File: config.mk
export PLATFORM = sky130hd
export DESIGN_NAME = mcFifoTop
export DESIGN_NICKNAME = d
export VERILOG_FILES = /design/src/rtl/mc_fifo_pkg.sv /design/src/rtl/mc_fifo_ctrl.sv /design/src/rtl/mc_fifo_dpath.sv /design/src/rtl/mc_fifo_top.sv
export SDC_FILE = /design/constraint.sdc
export NUM_CORES = 1
export LEC_CHECK = 0
export ABC_AREA = 1
export BUFFER_PORTS_ARGS = -buffer_cell sky130_fd_sc_hd__buf_2
export CAP_MARGIN = 25
export CORE_ASPECT_RATIO = 0.6
export CORE_MARGIN = 3
export CORE_UTILIZATION = 60
export DETAILED_ROUTE_END_ITERATION = 8
export PLACE_DENSITY_LB_ADDON = 0.08
export SKIP_CTS_REPAIR_TIMING = 1
export SLEW_MARGIN = 5
export SYNTH_ARGS = -nofsm -noshare
export SYNTH_HDL_FRONTEND = slang
export SYNTH_SLANG_ARGS = --single-unit
export TNS_END_PERCENT = 1
File: constraint.sdc
create_clock -name clk -period 4.21 [get_ports clk]
set_clock_uncertainty 0.1 [all_clocks]
set_input_delay 0.842 -clock clk [delete_from_list [all_inputs] [get_ports clk]]
set_output_delay 0.842 -clock clk [all_outputs]
set_load 0.05 [all_outputs]
File: src/rtl/mc_fifo_pkg.sv
package mc_fifo_pkg;
  // Strobes from the control to the storage datapath.
  typedef struct packed {
    logic wrEn;
    logic rdEn;
  } memStrobe_t;

  // Feedback taps for a maximal-length left-shifting LFSR of the given width.
  function automatic logic [7:0] lfsrTaps(input int width);
    case (width)
      2:       lfsrTaps = 8'b0000_0011;
      3:       lfsrTaps = 8'b0000_0110;
      4:       lfsrTaps = 8'b0000_1100;
      5:       lfsrTaps = 8'b0001_0100;
      6:       lfsrTaps = 8'b0011_0000;
      7:       lfsrTaps = 8'b0110_0000;
      default: lfsrTaps = 8'b1011_1000;
    endcase
  endfunction
endpackage

File: src/rtl/mc_fifo_ctrl.sv
module mcFifoCtrl
  import mc_fifo_pkg::*;
#(
  parameter int NUM_CH = 8,
  parameter int PTR_W  = 3,
  localparam int CH_W  = $clog2(NUM_CH),
  localparam int ADDR_W = CH_W + PTR_W
) (
  input  logic              clk,
  input  logic              rst,
  input  logic              pushEn,
  input  logic [CH_W-1:0]   pushCh,
  input  logic              popEn,
  input  logic [CH_W-1:0]   popCh,
  output memStrobe_t        strobe,
  output logic [ADDR_W-1:0] wrAddr,
  output logic [ADDR_W-1:0] rdAddr,
  output logic [NUM_CH-1:0] emptyVec,
  output logic [NUM_CH-1:0] fullVec,
  output logic [NUM_CH-1:0] errVec
);
  localparam logic [PTR_W-1:0] TAPS     = PTR_W'(lfsrTaps(PTR_W));
  localparam logic [PTR_W-1:0] FULL_CNT = '1;
  localparam logic [PTR_W-1:0] SEED     = PTR_W'(1);

  logic [PTR_W-1:0] wrPtrQ [NUM_CH];
  logic [PTR_W-1:0] rdPtrQ [NUM_CH];
  logic [PTR_W-1:0] countQ [NUM_CH];
  logic             pushOk, popOk;

  // Acceptance is judged on the flags held at the start of the cycle.
  assign pushOk = pushEn && !fullVec[pushCh];
  assign popOk  = popEn && !emptyVec[popCh];

  assign strobe.wrEn = pushOk;
  assign strobe.rdEn = popOk;
  assign wrAddr = {pushCh, wrPtrQ[pushCh]};
  assign rdAddr = {popCh, rdPtrQ[popCh]};

  for (genvar ch = 0; ch < NUM_CH; ch++) begin : g_chan
    logic inc, dec, badPush, badPop;

    assign inc     = pushOk && (pushCh == CH_W'(ch));
    assign dec     = popOk && (popCh == CH_W'(ch));
    assign badPush = pushEn && !pushOk && (pushCh == CH_W'(ch));
    assign badPop  = popEn && !popOk && (popCh == CH_W'(ch));

    assign emptyVec[ch] = (countQ[ch] == '0);
    assign fullVec[ch]  = (countQ[ch] == FULL_CNT);

    always_ff @(posedge clk or posedge rst) begin
      if (rst) begin
        wrPtrQ[ch] <= SEED;
        rdPtrQ[ch] <= SEED;
        countQ[ch] <= '0;
        errVec[ch] <= 1'b0;
      end else begin
        if (inc) wrPtrQ[ch] <= {wrPtrQ[ch][PTR_W-2:0], ^(wrPtrQ[ch] & TAPS)};
        if (dec) rdPtrQ[ch] <= {rdPtrQ[ch][PTR_W-2:0], ^(rdPtrQ[ch] & TAPS)};
        if (inc && !dec)      countQ[ch] <= countQ[ch] + 1'b1;
        else if (dec && !inc) countQ[ch] <= countQ[ch] - 1'b1;
        if (badPush || badPop) errVec[ch] <= 1'b1;
      end
    end
  end
endmodule

File: src/rtl/mc_fifo_dpath.sv
module mcFifoDpath
  import mc_fifo_pkg::*;
#(
  parameter int ADDR_W = 6,
  parameter int DATA_W = 8,
  localparam int DEPTH = 1 << ADDR_W
) (
  input  logic              clk,
  input  logic              rst,
  input  memStrobe_t        strobe,
  input  logic [ADDR_W-1:0] wrAddr,
  input  logic [DATA_W-1:0] wrData,
  input  logic [ADDR_W-1:0] rdAddr,
  output logic [DATA_W-1:0] rdData,
  output logic              rdValid
);
  logic [DATA_W-1:0] mem [DEPTH];

  // Write port.
  always_ff @(posedge clk) begin
    if (strobe.wrEn) mem[wrAddr] <= wrData;
  end

  // Read port with a registered output.
  always_ff @(posedge clk or posedge rst) begin
    if (rst) begin
      rdValid <= 1'b0;
      rdData  <= '0;
    end else begin
      rdValid <= strobe.rdEn;
      if (strobe.rdEn) rdData <= mem[rdAddr];
    end
  end
endmodule

File: src/rtl/mc_fifo_top.sv
module mcFifoTop
  import mc_fifo_pkg::*;
#(
  parameter int NUM_CH = 8,
  parameter int PTR_W  = 3,
  parameter int DATA_W = 8,
  localparam int CH_W  = $clog2(NUM_CH),
  localparam int ADDR_W = CH_W + PTR_W
) (
  input  logic              clk,
  input  logic              rst,
  input  logic              pushEn,
  input  logic [CH_W-1:0]   pushCh,
  input  logic [DATA_W-1:0] pushData,
  input  logic              popEn,
  input  logic [CH_W-1:0]   popCh,
  output logic [DATA_W-1:0] popData,
  output logic              popValid,
  output logic [NUM_CH-1:0] emptyVec,
  output logic [NUM_CH-1:0] fullVec,
  output logic [NUM_CH-1:0] errVec
);
  memStrobe_t        strobe;
  logic [ADDR_W-1:0] wrAddr, rdAddr;

  mcFifoCtrl #(.NUM_CH(NUM_CH), .PTR_W(PTR_W)) u_ctrl (
    .clk(clk), .rst(rst),
    .pushEn(pushEn), .pushCh(pushCh),
    .popEn(popEn), .popCh(popCh),
    .strobe(strobe), .wrAddr(wrAddr), .rdAddr(rdAddr),
    .emptyVec(emptyVec), .fullVec(fullVec), .errVec(errVec)
  );

  mcFifoDpath #(.ADDR_W(ADDR_W), .DATA_W(DATA_W)) u_dpath (
    .clk(clk), .rst(rst), .strobe(strobe),
    .wrAddr(wrAddr), .wrData(pushData),
    .rdAddr(rdAddr), .rdData(popData), .rdValid(popValid)
  );
endmodule

* Word-level counts from Yosys, hierarchy flattened
Memories as Yosys holds them, arrays and structs flattened. A register that Yosys moved wholly into a read port is not among the register bits. Cells that the tools add are included.
Storage, ports and cells: bits in writable memories 512, input port bits 18, register bits after elaboration 81, logic and storage cells 220, memories 1
Cells by class: bitwise gates (word level) 2, reductions and logical operators 114, multiplexer cells 28, order comparisons 4, eq/ne operators 22, add/subtract/negate cells 16
Memory list:
- u_dpath.mem | depth 64, bits a word 8, read ports 1, clocked after Yosys merged registers in 1, write ports 1, RTL line mc_fifo_dpath.sv:17 | logic [DATA_W-1:0] mem [DEPTH];
Operators by type and width (number):
- $mux 3 | 20
- $logic_and 1x1->1 | 52
- $eq 3x3->1 const B | 16
- $reduce_xor 3->1 | 16
- $logic_not 3->1 | 10
- $add 3x1->3 const B | 8
- $sub 3x1->3 const B | 8
- $logic_not 1->1 | 20
- $bmux 3 s3 | 2
- $reduce_bool 2->1 | 8
- $eq 3x2->1 const B | 4
- $ge 4x4->1 const B | 2
- $logic_or 1x1->1 | 8
- $lt 3x4->1 const B | 2
- $not 3->4 | 2
- $bmux 1 s3 | 2
- $eq 3x1->1 const B | 2
- $mux 1 | 4

* Longest topological paths before layout
word-level depth 10, mapped depth 19, depth with buffers taken out 17

* Hierarchy
Synthesis repeated with hierarchy kept, for this count alone.
Unflattened totals: cells, all modules 2347, area, all modules 26036.2 sq um
By module, submodules not included:
- mcFifoDpath | cells an instance 1801, area an instance 21353.0 sq um, instances 1
- mcFifoCtrl | cells an instance 546, area an instance 4683.2 sq um, instances 1

* Worst setup path after synthesis
Ideal clock, no wire load.
path type register -> register, start reg u_ctrl.countQ[21] (netlist bit), end reg u_ctrl.countQ[16] (netlist bit), buffers on the path 1, library setup time 0.125 ns, period minus slack after synthesis 3.641 ns, stages on the path, launching flop included 15, path slack 0.569 ns, arrival 3.417 ns, required time 3.985 ns, path through dfrtp_1 > inv_1 > nor3_1 > a221oi_1 > nand2_1 > nand2_1 > nand2_1 > inv_1 > nand2_1 > buf_2 > inv_1 > ha_1 > inv_1 > fa_1 > mux2_2
Between the ends: cells in the longest elaborated chain, start to end 9, elaborated cells between the ends (all ways) 18
Ends and longest elaborated chain:
- start, declared | RTL line mc_fifo_ctrl.sv:28 | logic [PTR_W-1:0] countQ [NUM_CH];
- start signal, assigned by index | RTL line mc_fifo_ctrl.sv:60 | if (inc && !dec) countQ[ch] <= countQ[ch] + 1'b1;
- start signal, assigned by index | RTL line mc_fifo_ctrl.sv:61 | else if (dec && !inc) countQ[ch] <= countQ[ch] - 1'b1;
- $eq 3x3->1 (*) | RTL line mc_fifo_ctrl.sv:49 | assign fullVec[ch] = (countQ[ch] == FULL_CNT);
- net fullVec[0] | RTL line mc_fifo_top.sv:20 | output logic [NUM_CH-1:0] fullVec,
- $bmux 1 s3 (*) | RTL line mc_fifo_ctrl.sv:32 | assign pushOk = pushEn && !fullVec[pushCh];
- $mux 1 (not written as such) (*) | RTL line mc_fifo_ctrl.sv:32
- $logic_not 1->1 (*) | RTL line mc_fifo_ctrl.sv:32
- $logic_and 1x1->1 (*) | RTL line mc_fifo_ctrl.sv:32
- $logic_and 1x1->1 (*) | RTL line mc_fifo_ctrl.sv:43 | assign inc = pushOk && (pushCh == CH_W'(ch));
- net u_ctrl.g_chan[2].inc | RTL line mc_fifo_ctrl.sv:41 | logic inc, dec, badPush, badPop;
- $logic_not 1->1 | RTL line mc_fifo_ctrl.sv:61
- $logic_and 1x1->1 | RTL line mc_fifo_ctrl.sv:61
- $reduce_bool 2->1 (no line)
Mark *: on every way through the listed nets, which the timed path passes. The rest lies on a longest branch. The select of a mux whose other input is x is not followed. A chain may end at the register's enable or synchronous reset.

* Final worst setup path
start reg u_ctrl.countQ[16] (netlist bit), end reg u_ctrl.countQ[17] (netlist bit)
Between the ends: cells in the longest elaborated chain, start to end 9, elaborated cells between the ends (all ways) 21
Ends and longest elaborated chain (RTL line):
- $eq 3x3->1 (*) | mc_fifo_ctrl.sv:49
- $bmux 1 s3 (*) | mc_fifo_ctrl.sv:32
- $mux 1 (not written as such) (*) | mc_fifo_ctrl.sv:32
- $logic_not 1->1 (*) | mc_fifo_ctrl.sv:32
- $logic_and 1x1->1 (*) | mc_fifo_ctrl.sv:32
- $logic_and 1x1->1 (*) | mc_fifo_ctrl.sv:43
- net u_ctrl.g_chan[2].inc | mc_fifo_ctrl.sv:41
- $logic_not 1->1 | mc_fifo_ctrl.sv:61
- $logic_and 1x1->1 | mc_fifo_ctrl.sv:61
- $reduce_bool 2->1 (no line)
Marks and branches as above.

==> flow_metrics.env <==
export IMPL_yosysUniqueCellTypes=42
export IMPL_seq_area_sq_um=17600
export IMPL_crit_type="flip-flop to flip-flop"
export IMPL_final_cell_mix="512 x edfxtp_1, 497 x nand2_1, 397 x nand3_1"
export IMPL_ys_warn_count=0
export IMPL_rsz0062_at_grt="no"
export IMPL_fin_ws_ps=603
export IMPL_synth_seq_cells=601
export IMPL_required_ps=4580
export IMPL_whs_ps=222
export IMPL_finalSetupTns_ps=0
export IMPL_die_h_um=171
export IMPL_place_ws_ps=259
export IMPL_critical_path_max_fanout=9
export IMPL_root_buffer="clkbuf_16"
export IMPL_die_area_sq_um=48100
export IMPL_mappedNetlistArea_sq_um=27200
export IMPL_initial_core_util_pct=61.8
export IMPL_wl_per_cell_um=23.2
export IMPL_drtIter0Drc=3084
export IMPL_worst_slew_pin_slew_ps=1020
export IMPL_numCtsBuffers=54
export IMPL_relSlewSlack_pct=31.9
export IMPL_nFillCells=3287
export IMPL_drive_gt1_share_pct=9.93
export IMPL_path_clk_slew_ps=60
export IMPL_fin_crit_ps=3610
export IMPL_setup_viol=0
export IMPL_powerDensity_nw_per_um2=541
export IMPL_antenna_cells=0
export IMPL_rows=59
export IMPL_globalplace_congestion=0.939
export IMPL_cp_start_kind="flip-flop"
export IMPL_fmax_mhz=277
export IMPL_syn_num_nets=2655
export IMPL_avgSynthCellArea_sq_um=10.4
export IMPL_drt_pass1_iter_count=6
export IMPL_cap_violations=0
export IMPL_antenna_found_initial=0
export IMPL_vias=19661
export IMPL_worstSkewPairLatency_ps=610
export IMPL_finalHoldViolCount=0
export IMPL_via_per_inst=5.92
export IMPL_drt_wl_total_um=76800
export IMPL_syn2layout_area_growth_pct=10.9
export IMPL_dpl_hpwl_um=48600
export IMPL_p_leak_nw=12.4
export IMPL_cts_tree="yes"
export IMPL_netlist_instances=2621
export IMPL_ant_nets=0
export IMPL_grt_max_degree=153
export IMPL_maxSlewViolCount=0
export IMPL_gr_total_overflow=0
export IMPL_status="complete, no violations"
export IMPL_grt_total_usage_pct=32.4
export IMPL_cts_sinks=601
export IMPL_grt_pass1_vias=18402
export IMPL_io_pins=51
export IMPL_ir_drop_v=0.000508
export IMPL_grt_pass1_wl_um=115000
export IMPL_cts_buffer_depth=3
export IMPL_yosysSeqAreaShare_pct=64.7
export IMPL_fin_crit_sh_pct=85.7
export IMPL_drc=0
export IMPL_finalNetCount=2730
export IMPL_final_common_cell="edfxtp_1"
export IMPL_ff2ff_setup_slack_ps=600
export IMPL_h_tree_depth=2
export IMPL_core_region_area_sq_um=44100
export IMPL_multiInputGateArea_sq_um=7500
export IMPL_dieWidth_um=281
export IMPL_hold_path_class="primary input to async pin"
export IMPL_cp_data_arrival_time_ps=3980
export IMPL_crit_path_end_kind="flip-flop"
export IMPL_port_buffers=50
export IMPL_rr_worst_depth=15
## layout make-up
cell class | count | area share (%)
Tap cell | 579 | 2.40
Clock buffer | 76 | 4.85
Sequential cell | 601 | 58.4
Inverter | 398 | 4.96
Multi-Input combinational cell | 1489 | 24.9
Clock inverter | 24 | 0.684
Timing Repair Buffer | 152 | 3.87
## routing by layer
metal / GRT usage (%) / part of all wire [%] / vias up
li1: - / - / 8894
met1: 51.3 / 45 / 9492
met2: 43.8 / 40 / 1149
met3: 9.47 / 13 / 124
met4: 7.82 / 2.1 / 2
met5: 1.97 / 0.17 / -
## cell families (layout without fill, tap and decap cells)
kind of cell | Yosys count | count (layout) | share of synthesized area (%)
flops | 601 | 601 | 64.7
compound gates | 170 | 170 | 3.54
buf+inv | 531 | 650 | 7.89
mux | 6 | 6 | 0.248
fa+ha+maj | 16 | 16 | 0.956
xor+xnor | 27 | 27 | 0.869
simple gates | 1270 | 1270 | 21.8
## path summary, 6_finish.rpt
| path | startpoint | to |
|---|---|---|
| max | u_ctrl.countQ[16] | u_ctrl.countQ[17] |
| min | rst | u_ctrl.countQ[17] |
| max reg2reg | u_ctrl.countQ[16] | u_ctrl.countQ[17] |
| min reg2reg | u_ctrl.errVec[1] | u_ctrl.errVec[1] |
| max in group asynchronous | rst | u_ctrl.wrPtrQ[9] |
| min in group clk | u_ctrl.errVec[1] | u_ctrl.errVec[1] |
## sequential cells by signal, summed over array words and instances, names as in the netlist
name / cells
u_ctrl.rdPtrQ: 24
u_ctrl.countQ: 24
u_dpath.rdValid: 1
u_ctrl.errVec: 8
u_ctrl.wrPtrQ: 24
u_dpath.mem: 512
u_dpath.rdData: 8
## cells in the mapped netlist
cell,number,share of area (%)
edfxtp_1,512,56
nand2_1,499,6.9
nand3_1,397,7.3
inv_1,379,5.2
nor2_1,181,2.5
nand3b_1,140,3.9
o21ai_0,75,1.4
dfrtp_1,73,6.7
buf_2,59,1.1
a21oi_1,56,1.0
clkbuf_1,46,0.63
xnor2_1,23,0.74
buf_4,18,0.50
o211ai_1,18,0.50
dfstp_2,16,1.5
or2_1,16,0.37
inv_2,12,0.17
nand4_1,11,0.25
nor3_1,9,0.17
fa_1,8,0.59
ha_1,8,0.37
or2_0,8,0.18
buf_1,7,0.097
clkinv_1,6,0.083
mux2_2,6,0.25
a22oi_1,5,0.14
nand2_2,5,0.11
o22ai_1,5,0.11
xor2_1,4,0.13
a211oi_1,2,0.055
a221oi_1,2,0.064
clkbuf_2,2,0.037
nand3_2,2,0.074
o21ai_1,2,0.037
o221ai_1,2,0.064
a2111oi_4,1,0.10
buf_6,1,0.041
inv_4,1,0.023
nand3_4,1,0.064
o2111ai_1,1,0.032
o31ai_1,1,0.028
or2_2,1,0.023
## per-stage QoR
stage	instance area [sq um]	util (%)	instances	power [W]
floorplan	27200	-	2621	0.0101
global placement	28500	64.6	3217	0.0114
detailed placement	28500	64.7	3218	0.0115
CTS	30200	68.4	3318	0.0163
global route	30200	68.5	3319	0.0170
finish	30200	68.5	3319	0.0163
## power by group
part / internal, W / switching, W
sequential: 0.00693 / 0.000387
clock: 0.00261 / 0.00219
combinational: 0.00116 / 0.00305
total: 0.0107 / 0.00563
## worst max-delay path: stages, from the launching register on
cell,delay [ps]
dfrtp_1,440
nand3_1,390
o22ai_1,160
a221oi_1,240
nand2_1,80
nand2_1,100
nand2_1,60
inv_1,70
nand2_1,510
inv_1,220
ha_1,180
inv_1,80
fa_1,410
a21oi_1,150
o21ai_0,120
xnor2_1,150
Power figures use the tool's default switching activity.
